`config.mk`:
```
export PLATFORM = sky130hd
export DESIGN_NAME = xlate_cache
export DESIGN_NICKNAME = d
export VERILOG_FILES = /design/src/rtl/xlate_cache.sv
export SDC_FILE = /design/constraint.sdc
export NUM_CORES = 1
export LEC_CHECK = 0
export BUFFER_PORTS_ARGS = -buffer_cell sky130_fd_sc_hd__clkbuf_2
export CAP_MARGIN = 10
export CORE_AREA = 2 2 246 127
export DETAILED_ROUTE_END_ITERATION = 6
export DIE_AREA = 0 0 248 129
export PLACE_DENSITY_LB_ADDON = 0.12
export SYNTH_ARGS = -nofsm -noshare
export SYNTH_HDL_FRONTEND = slang
export SYNTH_SLANG_ARGS = --single-unit
```
`constraint.sdc`:
```
create_clock -name clk -period 7.2 [get_ports clk]
set_input_delay 0.72 -clock clk [delete_from_list [all_inputs] [get_ports clk]]
set_output_delay 0.72 -clock clk [all_outputs]
set_load 0.03 [all_outputs]
```
`src/rtl/xlate_cache.sv`:
```
module xlate_cache #(
  parameter int ENTRIES = 8,
  parameter int VPN_W   = 20,
  parameter int PFN_W   = 20,
  parameter int OFS_W   = 12
) (
  input  logic                   clk,
  input  logic                   rst_n,
  input  logic                   flush,
  input  logic                   fill_en,
  input  logic [VPN_W-1:0]       fill_vpn,
  input  logic [PFN_W-1:0]       fill_pfn,
  input  logic                   lk_valid,
  input  logic [VPN_W+OFS_W-1:0] lk_vaddr,
  output logic                   lk_hit,
  output logic                   lk_miss,
  output logic [PFN_W+OFS_W-1:0] lk_paddr
);
  localparam int VA_W  = VPN_W + OFS_W;
  localparam int IDX_W = (ENTRIES > 1) ? $clog2(ENTRIES) : 1;

  logic [ENTRIES-1:0]            vld;
  logic [ENTRIES-1:0][VPN_W-1:0] tag;
  logic [ENTRIES-1:0][PFN_W-1:0] pfn;
  logic [IDX_W-1:0]              ptr;

  logic [VPN_W-1:0]   lk_vpn;
  logic [ENTRIES-1:0] lk_match;
  logic [ENTRIES-1:0] fl_match;
  logic [PFN_W-1:0]   hit_pfn;
  logic [IDX_W-1:0]   widx;
  logic               use_victim;

  assign lk_vpn = lk_vaddr[VA_W-1:OFS_W];

  for (genvar g = 0; g < ENTRIES; g++) begin : g_cmp
    assign lk_match[g] = vld[g] && (tag[g] == lk_vpn);
    assign fl_match[g] = vld[g] && (tag[g] == fill_vpn);
  end

  always_comb begin
    hit_pfn = '0;
    for (int i = 0; i < ENTRIES; i++)
      if (lk_match[i]) hit_pfn = hit_pfn | pfn[i];
  end

  assign lk_hit   = lk_valid && (|lk_match);
  assign lk_miss  = lk_valid && !(|lk_match);
  assign lk_paddr = lk_hit ? {hit_pfn, lk_vaddr[OFS_W-1:0]} : '0;

  always_comb begin
    widx       = ptr;
    use_victim = 1'b1;
    for (int i = ENTRIES - 1; i >= 0; i--)
      if (!vld[i]) begin
        widx       = IDX_W'(i);
        use_victim = 1'b0;
      end
    for (int i = 0; i < ENTRIES; i++)
      if (fl_match[i]) begin
        widx       = IDX_W'(i);
        use_victim = 1'b0;
      end
  end

  always_ff @(posedge clk) begin
    if (!rst_n || flush) begin
      vld <= '0;
      ptr <= '0;
    end else if (fill_en) begin
      vld[widx] <= 1'b1;
      if (use_victim)
        ptr <= (ptr == IDX_W'(ENTRIES - 1)) ? '0 : ptr + 1'b1;
    end
  end

  always_ff @(posedge clk) begin
    if (rst_n && !flush && fill_en) begin
      tag[widx] <= fill_vpn;
      pfn[widx] <= fill_pfn;
    end
  end
endmodule

```
==> results.py <==
metrics = {
    "status": {
        "outcome": "completed",
    },
    "sta": {
        "skew_ns": 0.0163,
        "final_max_slew_viol_count": 0,
        "min_period_ns": 4.92,
        "setup_viol": 0,
        "tightest_slew_ns": 1.12,
        "max_freq_ghz": 0.203,
        "fin_ws_ns": 2.28,
        "timing.slew.headroom": 0.244,
        "fin_crit_sh": 0.683,
        "fin_tns_setup_ns": 0,
        "hold_viol_final": 0,
        "rsz0062_at_grt": "false",
    },
    "detailed_routing": {
        "drc_errors": 0,
        "drtPass1Iterations": 5,
        "wl_per_cell_um": 29.9,
        "vias": 9947,
        "vias_per_cell": 6.26,
        "postRouteAntennaNets": 0,
        "dr.first_iter.drc_count": 1331,
        "totalWireLength_um": 47600,
    },
    "setup_path": {
        "critPathKind": "flip-flop to primary output",
        "r2r_slack_ns": 3.02,
        "crit_fanout": 21,
        "critPathSlowestCell": "nor4_1",
        "end_kind": "primary output",
        "worstReg2RegStart": "tag[9]",
        "cpPeakStageDelay_ns": 0.88,
        "worst-path-buf-inv": 4,
        "regToRegEndpoint": "pfn[68]",
        "start_kind": "flip-flop",
        "required_ns": 6.48,
        "r2r_cells": 8,
        "worst_ep_arrival_time_ns": 4.20,
        "cp_top_family": "simple AND/OR/NAND/NOR gates",
        "cp_cell_sequence": "xor2_1, nor4_1, nand4_1, nor4_2, buf_4, or4_1, o21ai_2, buf_4, inv_2, and2_1, clkbuf_2",
        "crit_top_cell": "buf_4",
    },
    "die": {
        "die_x_um": 248,
        "start_util": 0.513,
        "core_area_um2": 29800,
        "io_pins": 111,
        "die_y_um": 129,
        "die-area_um2": 32000,
        "row_count": 45,
    },
    "clocking": {
        "cts_max_level": 1,
        "cts.clk_slew.worst_paths_ns": 0.07,
        "ctsHoldBuffers": 0,
        "clock-sinks": 331,
        "clk_latency_ns": 0.57,
        "cts_buffers": 30,
        "cts_tree": "done",
        "post_cts_buffers": 0,
        "post_cts_resize_count": 0,
        "cts-root-buf": "clkbuf_16",
        "clockBufferDepth": 3,
    },
    "synth": {
        "netlist_instances": 1057,
        "synth.ff_latch_count": 331,
        "synth_edf_count": 320,
        "ys_types": 53,
        "synth_warnings": 0,
        "syn_nets": 1136,
        "netlist_area_um2": 15300,
        "synth_seq_area_share": 0.643,
        "ys.flop_type": "edfxtp_1",
        "syn_avg_cell_area_um2": 14.5,
        "async_reset_ff_frac": 0,
    },
    "placed_design": {
        "dp.final_hpwl_um": 32800,
        "place.gp.congestion": 0.999,
        "place_area_um2": 16300,
        "portBuffers": 110,
        "pre_cts_slack_ns": 2.48,
    },
    "global_route": {
        "grt_max_degree": 41,
        "grt_pass1_wl_um": 67000,
        "grt_use_met1": 0.481,
        "globalRouteMet3Util": 0.135,
        "grt_usage": 0.302,
        "grt_use_met2": 0.372,
        "antenna_found_initial": 2,
        "grt_pass1_vias": 9199,
        "grt_overflow_total": 0,
        "busiest_layer": "met1",
    },
    "min_path": {
        "hp-class": "primary input to flip-flop",
        "min_to": "pfn[86]",
        "hp-start": "fill_pfn[6]",
        "hold_depth": 1,
    },
    "final_layout": {
        "design_area_um2": 17300,
        "fin_nets": 1244,
        "final_common_cell": "edfxtp_1",
        "drive_gt1_frac": 0.176,
        "mostFrequentLayoutCells": "320 x edfxtp_1, 159 x xor2_1, 158 x xnor2_1",
        "area_delta_synth_final_pct": 13.2,
        "fin_util": 0.581,
    },
    "pwr": {
        "p_leak_nw": 5.46,
        "power_w": 0.00400,
        "vdd_ir_drop_max_mv": 0.165,
        "power_density_nw_per_um2": 231,
    },
    "flow_run": {
        "drv_cap": 0,
    },
}
## sequential cells by signal (all words and copies together) (netlist names)
register and cells:
vld 8, tag 160, ptr 3, pfn 160
## cell usage after synthesis, drive strengths merged (2+ instances only)
library cell / count / area (µm²)
a22o: 20 / 175
dfxtp: 11 / 220
a22oi: 40 / 300
ha: 2 / 25.0
o21ai: 5 / 25.0
nand2: 14 / 52.6
nand2b: 9 / 56.3
o32ai: 2 / 25.0
buf: 54 / 302
nor3: 18 / 100
or4: 3 / 22.5
nand4: 58 / 363
nor4b: 4 / 35.0
and2: 14 / 87.6
o211ai: 2 / 20.0
o31ai: 10 / 104
or2: 2 / 12.5
o311ai: 2 / 17.5
and3: 2 / 12.5
inv: 6 / 22.5
nand3: 18 / 90.1
nor4: 52 / 325
a31oi: 21 / 131
edfxtp: 320 / 9610
nor2: 7 / 26.3
xor2: 159 / 1390
clkbuf: 5 / 18.8
nor3b: 4 / 30.0
a221oi: 20 / 175
a21oi: 3 / 15.0
xnor2: 158 / 1380
## power by group
group | switching (W) | total [W] | internal (W) | leakage, nW
Sequential | 0.00000625 | 0.00213 | 0.00212 | 2.97
Clock | 0.000722 | 0.00162 | 0.000897 | 0.465
Combinational | 0.000179 | 0.000255 | 0.0000754 | 2.02
## metal layers
layer	part of all wire	wire [µm]
met5	0	0
met4	0.014	679
met1	0.47	22200
met2	0.37	17500
met3	0.15	7220
## worst register-to-register path, delay by kind of cell, from the launching register on
kind                   cells  cell delay [ns]
flip-flops                 1             0.42
AO/OA/AOI/OAI              2             0.90
AND/OR/NAND/NOR            4             2.02
buffers and inverters      1             0.32
XOR/XNOR                   1             0.16
## stage by stage
| step | std cells | hold WS [ns] |
|---|---|---|
| 2_1_floorplan | 1057 | 0.459 |
| 3_3_place_gp | 1532 | 0.492 |
| 3_5_place_dp | 1532 | 0.496 |
| 4_1_cts | 1588 | 0.413 |
| 5_1_grt | 1588 | 0.428 |
| 6_report | 1589 | 0.432 |
## area by class of cell
class                   instances  area (µm²)
clock inverters                19         180
multi-input cells             661        5200
clock buffers                  37         798
diodes                          1        2.50
flip-flops and latches        331        9830
repair buffers                135         763
well taps                     399         499
inverters                       6        22.5
fillers                      2356       12500
## worst max-delay path by stage
stage | slack, ns | depth (start not counted) | from | end
5_1_grt | 2.15 | 11 | tag[157] | lk_paddr[0]
4_1_cts | 2.48 | 11 | tag[157] | lk_paddr[10]
6_report | 2.28 | 11 | tag[15] | lk_paddr[10]
3_5_place_dp | 2.48 | 9 | fill_vpn[9] | tag[72]
3_3_place_gp | 2.47 | 9 | fill_vpn[9] | tag[72]
2_1_floorplan | 1.68 | 8 | fill_vpn[5] | pfn[0]
## cells by family (layout without fill, tap and decap cells)
family                     count (synthesis)  after routing  share of synthesized area
adders and majority gates                  2              2                    0.00164
AOI/OAI and AO/OA                        132            132                     0.0693
other                                      0              1                          0
buffers and inverters                     65            197                     0.0224
xor gates and xnor gates                 317            317                      0.182
and+or+nand+nor                          210            210                     0.0819
DFF                                      331            331                      0.643
Power figures use the tool's default switching activity.
